$ cat config.mk
export PLATFORM = sky130hd
export DESIGN_NAME = msi_pq_engine
export DESIGN_NICKNAME = d
export VERILOG_FILES = /design/src/rtl/msi_pq_pkg.sv /design/src/rtl/msi_entry_addr.sv /design/src/rtl/msi_entry_decode.sv /design/src/rtl/msi_pq_engine.sv
export SDC_FILE = /design/constraint.sdc
export NUM_CORES = 1
export LEC_CHECK = 0
export ABC_AREA = 1
export ABC_CLOCK_PERIOD_IN_PS = 2800
export BUFFER_PORTS_ARGS = -buffer_cell sky130_fd_sc_hd__buf_2
export CORE_MARGIN = 5
export CORE_UTILIZATION = 50
export CTS_BUF_LIST = sky130_fd_sc_hd__clkbuf_2 sky130_fd_sc_hd__clkbuf_4 sky130_fd_sc_hd__clkbuf_8
export CTS_CLUSTER_DIAMETER = 100
export DETAILED_ROUTE_END_ITERATION = 12
export GPL_TIMING_DRIVEN = 0
export PLACE_DENSITY = 0.84
export SYNTH_ARGS = -nofsm -noshare
export SYNTH_HDL_FRONTEND = slang
export SYNTH_SLANG_ARGS = --single-unit
$ cat constraint.sdc
create_clock -name clk -period 2.8 [get_ports clk]
set_clock_uncertainty 0.05 [all_clocks]
set_input_delay 0.56 -clock clk [delete_from_list [all_inputs] [get_ports clk]]
set_output_delay 0.56 -clock clk [all_outputs]
set_load 0.05 [all_outputs]
$ cat src/rtl/msi_pq_pkg.sv
package msi_pq_pkg;
  typedef enum logic [1:0] {
    ACT_DROP  = 2'd0,
    ACT_SET_Q = 2'd1,
    ACT_SET_P = 2'd2
  } pq_act_e;

  typedef enum logic [1:0] {
    ST_IDLE = 2'd0,
    ST_RD   = 2'd1,
    ST_WR   = 2'd2,
    ST_SEND = 2'd3
  } pq_state_e;
endpackage

$ cat src/rtl/msi_entry_addr.sv
module msi_entry_addr #(
  parameter int ADDR_W     = 16,
  parameter int SRC_W      = 6,
  parameter int BASE_ALIGN = 7
) (
  input  logic              tbl_en,
  input  logic [ADDR_W-1:0] tbl_base,
  input  logic [SRC_W:0]    tbl_len,
  input  logic              big_entry,
  input  logic [SRC_W-1:0]  src,
  output logic [ADDR_W-1:0] entry_addr,
  output logic              entry_ok
);
  localparam logic [ADDR_W-1:0] BASE_MASK = ~ADDR_W'((1 << BASE_ALIGN) - 1);

  logic [ADDR_W-1:0] src_ext;
  assign src_ext    = ADDR_W'(src);
  assign entry_addr = (tbl_base & BASE_MASK) +
                      (big_entry ? (src_ext << 7) : (src_ext << 4));
  assign entry_ok   = tbl_en && ({1'b0, src} < tbl_len);
endmodule

$ cat src/rtl/msi_entry_decode.sv
module msi_entry_decode
  import msi_pq_pkg::*;
#(
  parameter int P_BIT    = 24,
  parameter int GEN_BIT  = 25,
  parameter int Q_BIT    = 16,
  parameter int PRIO_LSB = 0,
  parameter int PRIO_W   = 8,
  parameter int SERV_LSB = 48,
  parameter int SERV_W   = 16,
  parameter int LINK_W   = 2,
  localparam int PSERV_W = SERV_W - LINK_W
) (
  input  logic [63:0]        entry,
  input  logic               force_pq,
  output logic               gen,
  output logic [PRIO_W-1:0]  prio,
  output logic [PSERV_W-1:0] server,
  output pq_act_e            act
);
  logic p_bit, q_bit, masked;
  logic unused_bits;

  assign unused_bits = ^entry;
  assign p_bit  = force_pq ? 1'b0 : entry[P_BIT];
  assign q_bit  = force_pq ? 1'b0 : entry[Q_BIT];
  assign gen    = entry[GEN_BIT];
  assign prio   = entry[PRIO_LSB +: PRIO_W];
  assign server = entry[SERV_LSB + LINK_W +: PSERV_W];
  assign masked = &prio;

  always_comb begin
    unique case ({p_bit, q_bit})
      2'b00:   act = masked ? ACT_SET_Q : ACT_SET_P;
      2'b10:   act = ACT_SET_Q;
      default: act = ACT_DROP;
    endcase
  end
endmodule

$ cat src/rtl/msi_pq_engine.sv
module msi_pq_engine
  import msi_pq_pkg::*;
#(
  parameter int ADDR_W     = 16,
  parameter int SRC_W      = 6,
  parameter int BASE_ALIGN = 7,
  parameter int P_BIT      = 24,
  parameter int GEN_BIT    = 25,
  parameter int Q_BIT      = 16,
  parameter int PRIO_LSB   = 0,
  parameter int PRIO_W     = 8,
  parameter int SERV_LSB   = 48,
  parameter int SERV_W     = 16,
  parameter int LINK_W     = 2,
  localparam int PSERV_W   = SERV_W - LINK_W
) (
  input  logic               clk,
  input  logic               rst,
  input  logic               trig_valid,
  input  logic [SRC_W-1:0]   trig_src,
  input  logic               trig_force,
  output logic               busy,
  input  logic               cfg_tbl_en,
  input  logic [ADDR_W-1:0]  cfg_tbl_base,
  input  logic [SRC_W:0]     cfg_tbl_len,
  input  logic               cfg_big_entry,
  output logic               mem_req,
  output logic               mem_we,
  output logic [ADDR_W-1:0]  mem_addr,
  output logic [7:0]         mem_wdata,
  input  logic               mem_ack,
  input  logic               mem_err,
  input  logic [63:0]        mem_rdata,
  output logic               irq_valid,
  output logic [PSERV_W-1:0] irq_server,
  output logic [SRC_W-1:0]   irq_src,
  output logic [PRIO_W-1:0]  irq_prio
);
  // Byte offsets of the P and Q bytes follow from the big-endian bit positions
  localparam int P_OFS = 7 - (P_BIT / 8);
  localparam int Q_OFS = 7 - (Q_BIT / 8);

  pq_state_e          state_q;
  logic [SRC_W-1:0]   src_q;
  logic               force_q;
  logic               send_q;
  logic [ADDR_W-1:0]  addr_q;
  logic [7:0]         wdata_q;

  logic [ADDR_W-1:0]  entry_addr;
  logic               entry_ok;
  logic               dec_gen;
  logic [PRIO_W-1:0]  dec_prio;
  logic [PSERV_W-1:0] dec_server;
  pq_act_e            dec_act;

  msi_entry_addr #(
    .ADDR_W(ADDR_W), .SRC_W(SRC_W), .BASE_ALIGN(BASE_ALIGN)
  ) u_addr (
    .tbl_en(cfg_tbl_en), .tbl_base(cfg_tbl_base), .tbl_len(cfg_tbl_len),
    .big_entry(cfg_big_entry), .src(trig_src),
    .entry_addr(entry_addr), .entry_ok(entry_ok)
  );

  msi_entry_decode #(
    .P_BIT(P_BIT), .GEN_BIT(GEN_BIT), .Q_BIT(Q_BIT), .PRIO_LSB(PRIO_LSB),
    .PRIO_W(PRIO_W), .SERV_LSB(SERV_LSB), .SERV_W(SERV_W), .LINK_W(LINK_W)
  ) u_dec (
    .entry(mem_rdata), .force_pq(force_q),
    .gen(dec_gen), .prio(dec_prio), .server(dec_server), .act(dec_act)
  );

  always_ff @(posedge clk) begin
    if (rst) begin
      state_q    <= ST_IDLE;
      src_q      <= '0;
      force_q    <= 1'b0;
      send_q     <= 1'b0;
      addr_q     <= '0;
      wdata_q    <= '0;
      irq_server <= '0;
      irq_src    <= '0;
      irq_prio   <= '0;
    end else begin
      unique case (state_q)
        ST_IDLE: begin
          if (trig_valid && entry_ok) begin
            src_q   <= trig_src;
            force_q <= trig_force;
            addr_q  <= entry_addr;
            send_q  <= 1'b0;
            state_q <= ST_RD;
          end
        end
        ST_RD: begin
          if (mem_ack) begin
            if (mem_err || dec_act == ACT_DROP) begin
              state_q <= ST_IDLE;
            end else if (dec_act == ACT_SET_Q) begin
              addr_q  <= addr_q + ADDR_W'(Q_OFS);
              wdata_q <= 8'h01;
              state_q <= ST_WR;
            end else begin
              addr_q     <= addr_q + ADDR_W'(P_OFS);
              wdata_q    <= {6'b0, dec_gen, 1'b1};
              send_q     <= 1'b1;
              irq_server <= dec_server;
              irq_src    <= src_q;
              irq_prio   <= dec_prio;
              state_q    <= ST_WR;
            end
          end
        end
        ST_WR: begin
          if (mem_ack) begin
            state_q <= (!mem_err && send_q) ? ST_SEND : ST_IDLE;
          end
        end
        default: state_q <= ST_IDLE;
      endcase
    end
  end

  assign busy      = (state_q != ST_IDLE);
  assign mem_req   = (state_q == ST_RD) || (state_q == ST_WR);
  assign mem_we    = (state_q == ST_WR);
  assign mem_addr  = addr_q;
  assign mem_wdata = wdata_q;
  assign irq_valid = (state_q == ST_SEND);

  // outputs quiet in the cycle after reset
  assert_quiet_after_reset_R1: assert property (@(posedge clk)
    $fell(rst) |-> (!busy && !mem_req && !irq_valid));

  // a request is held until it is acknowledged
  assert_req_held_R4: assert property (@(posedge clk) disable iff (rst)
    (mem_req && !mem_ack) |=> (mem_req && $stable(mem_addr) && $stable(mem_we)));

  // writes only land on the P or Q byte of an aligned entry
  assert_write_offset_R4: assert property (@(posedge clk) disable iff (rst)
    (mem_req && mem_we) |-> (mem_addr[3:0] == 4'(P_OFS) || mem_addr[3:0] == 4'(Q_OFS)));

  // a presentation follows a successful write
  assert_irq_after_write_R6: assert property (@(posedge clk) disable iff (rst)
    irq_valid |-> $past(mem_ack && !mem_err && mem_we));

  // a masked priority is never presented
  assert_no_masked_irq_R7: assert property (@(posedge clk) disable iff (rst)
    irq_valid |-> (irq_prio != '1));

  // the Q byte is always written with 1
  assert_q_value_R8: assert property (@(posedge clk) disable iff (rst)
    (mem_req && mem_we && mem_addr[3:0] == 4'(Q_OFS)) |-> (mem_wdata == 8'h01));

  // a trigger while busy does not disturb the request in flight
  assert_busy_ignores_trig_R11: assert property (@(posedge clk) disable iff (rst)
    (busy && trig_valid) |=> ($stable(src_q) && $stable(force_q)));

  // an error response ends the request
  assert_err_ends_R12: assert property (@(posedge clk) disable iff (rst)
    (mem_req && mem_ack && mem_err) |=> (!mem_req && !irq_valid));
endmodule

==> impl_results.md <==
- Max-cap check violation count: 0
- DRC violations left: 0
- Commonest register cell after synthesis: dfxtp_1
- Pwr Density: 564.5 mW/mm^2
- DIE HEIGHT: 95.76 um
- Max Slew Vio Count: 0
- HPWL Detailed: 8161 um
- CTS tree: done
- CTS Buf Count: 5
- Compound-Gate Fraction of Synth Area: 0.1300
- Net count reported at finish: 825
- Req. time, crit path: 2960 ps
- CTS resizes: 0
- Antenna diodes: 0
- Adder-Cell Fraction of Synth Area: 0.06669
- Area added between synthesis and finish: 20.59%
- Syn avg cell area: 6.243 um^2
- Num ports: 157
- Share of layout cells above drive strength 1: 0.2082
- Initial Util: 0.5097
- Yosys reg bits: 56
- Critical path type: in2reg
- CTS clk-pin slew, worst paths: 110 ps
- Vias/cell: 5.173
- Iteration count of the initial detailed-routing pass: 8
- Multiplexer share of the synthesized area: 0
- Post-DRT Antenna Nets: 0
- CTS sink cnt: 56
- Total die area: 0.009170 mm^2
- Buffers on Ports: 104
- GPL Wtd Cong: 0.9242
- RSZ-0062 raised after global routing: no
- Iteration-0 DRC Markers: 312
- Post-Syn Area: 0.003677 mm^2
- Syn Inst Count: 589
- Crit end category: flop
- Total GRT Usage: 0.2296
- Root Buffer: clkbuf_8
- Combinational family with the most area after synthesis: simple AND/OR/NAND/NOR gates
- Status: finished clean
- Clk_lat worst skew: 320 ps
- Total gr overflow: 0
- Max frequency: 419.3 MHz
- Post-synth EDFFs: 0
- Sequential area share after synthesis: 0.3049
- Htree depth: 2
- Total number of vias: 4164
- Hold Buf Count CTS: 0
- Arr. time, crit path: 2540 ps
- Peak VDD IR: 0.0003552 V
- Die extent in x: 95.76 um
- Final min period: 2385 ps
- Hold Crit Class: reg2reg
- Least-Margin Pin Slew: 576.9 ps
- Hold Fails Final Rpt: 0
- Pin count of the biggest net entering global routing: 20
- Distinct cells, synth: 31
- Final Cycle Share: 0.8517
- Count of final setup violators: 0
- Fillcell total: 690
- Ys Warns: 0
- CP Max Fanout: 7
- Max clock buf depth: 2
- Synth Area in XOR/XNOR: 0.02382
- Synth async-reset ratio: 0
- Initial antenna violation count: 0
- Core area: 0.007214 mm^2
- Number of global-route vias before repair: 3778
- P_leak: 2.234 nW
- Final Routed Wirelength: 10550 um
- # rows: 31
- Setup TNS: 0 ps
- Rel. slew slack: 0.6154
- Post-CTS Setup Bufs: 0
- Worst Setup Start Kind: input pin
- DR WL/cell: 13.10 um
- Post-Synth Simple-Gate Area: 0.3699
- WHS: 407.6 ps
- First-pass GRT wire length: 17020 um
-- flip-flops by register name, summed over array words and instances, names as in the netlist --
register / flops
force_q: 1
irq_prio: 8
irq_server: 14
irq_src: 6
mem_addr: 16
mem_wdata: 2
send_q: 1
src_q: 6
state_q: 2
-- Yosys cell counts, drive strengths merged (4+ instances only) --
cell	count	area share
clkbuf	8	0.0082
nand4	12	0.020
ha	18	0.061
inv	61	0.062
dfxtp	56	0.30
buf	20	0.033
nor2	47	0.051
nand3	60	0.083
nand2	195	0.20
or2	4	0.0068
xor2	7	0.017
o21ai	24	0.034
a21oi	64	0.090
-- worst max-delay path: stages --
cell and delay [ps]:
buf_2 140, inv_1 110, nand2_1 70, o21ai_0 80, ha_1 220, fa_1 400
nand3_1 90, nand2_1 110, nand2_1 80, nand2_1 50, or2_2 270, a21oi_1 270
a21oi_1 100
-- power by group --
group	switching (mW)	total, mW	internal, mW
combinational	0.745	1.06	0.311
clock	0.295	0.478	0.183
sequential	0.0957	0.969	0.873
-- cell type report --
type | count | area (um^2) | share of cell area
Clock buffer | 5 | 68.82 | 0.01552
Timing Repair Buffer | 104 | 520.5 | 0.1174
Sequential cell | 56 | 1121 | 0.2528
Tap cell | 99 | 123.9 | 0.02793
Clock inverter | 3 | 25.02 | 0.005643
Inverter | 61 | 229.0 | 0.05164
Multi-Input combinational cell | 449 | 2193 | 0.4946
Buffer | 28 | 152.6 | 0.03442
-- routing by layer --
| layer | part of all wire | vias to the layer above | global-route usage |
|---|---|---|---|
| li1 | - | 2110 | - |
| met1 | 0.41 | 1841 | 0.2968 |
| met2 | 0.47 | 182 | 0.3845 |
| met3 | 0.087 | 31 | 0.04222 |
| met4 | 0.029 | 0 | 0.07701 |
| met5 | 0 | - | 0 |
-- final timing paths --
kind                                              start                         to  slack [ps]  cells past startpoint
worst max-delay path                      cfg_big_entry  mem_addr[13]$_SDFFE_PP0P_         420                     13
worst min-delay path              src_q[2]$_SDFFE_PP0P_      src_q[2]$_SDFFE_PP0P_         410                      2
worst max register to register  state_q[0]$_SDFFE_PP0P_  mem_addr[13]$_SDFFE_PP0P_         650                     10
worst min register to register    src_q[2]$_SDFFE_PP0P_      src_q[2]$_SDFFE_PP0P_         410                      2
-- layout by cell type (no fill, tap or decap), drive strengths merged --
master,Yosys,final
nor3b,1,1
o21a,2,2
buf,20,124
clkinvlp,0,1
nand4,12,12
a21boi,1,1
nand3,60,60
xor2,7,7
nand2,195,195
o21ai,24,24
dfxtp,56,56
ha,18,18
nor3,3,3
a21oi,64,64
xnor2,3,3
or2,4,4
fa,1,1
conb,1,6
and3,1,1
nor2,47,47
clkbuf,8,13
inv,61,63
-- per-stage QoR --
stage / setup WS, ps / instance area, um^2 / utilization / cells / total power [mW]
3_3_place_gp: 143.6 / 4340 / 0.6016 / 797 / 2.002
4_1_cts: 431.2 / 4434 / 0.6146 / 805 / 2.497
5_1_grt: 282.3 / 4434 / 0.6146 / 805 / 2.660
3_5_place_dp: 89.94 / 4340 / 0.6016 / 797 / 2.025
6_report: 415.1 / 4434 / 0.6146 / 805 / 2.503
2_1_floorplan: 561.8 / 3696 / - / 594 / 1.747
-- cells by family after synthesis --
| group | count (synthesis) |
|---|---|
| buffers and inverters | 89 |
| XOR/XNOR | 10 |
| adder cells (fa/ha/maj) | 19 |
| flip-flops | 56 |
| AO/OA/AOI/OAI | 91 |
| AND/OR/NAND/NOR | 323 |
| other | 1 |
(Power assumes the default switching activity.)
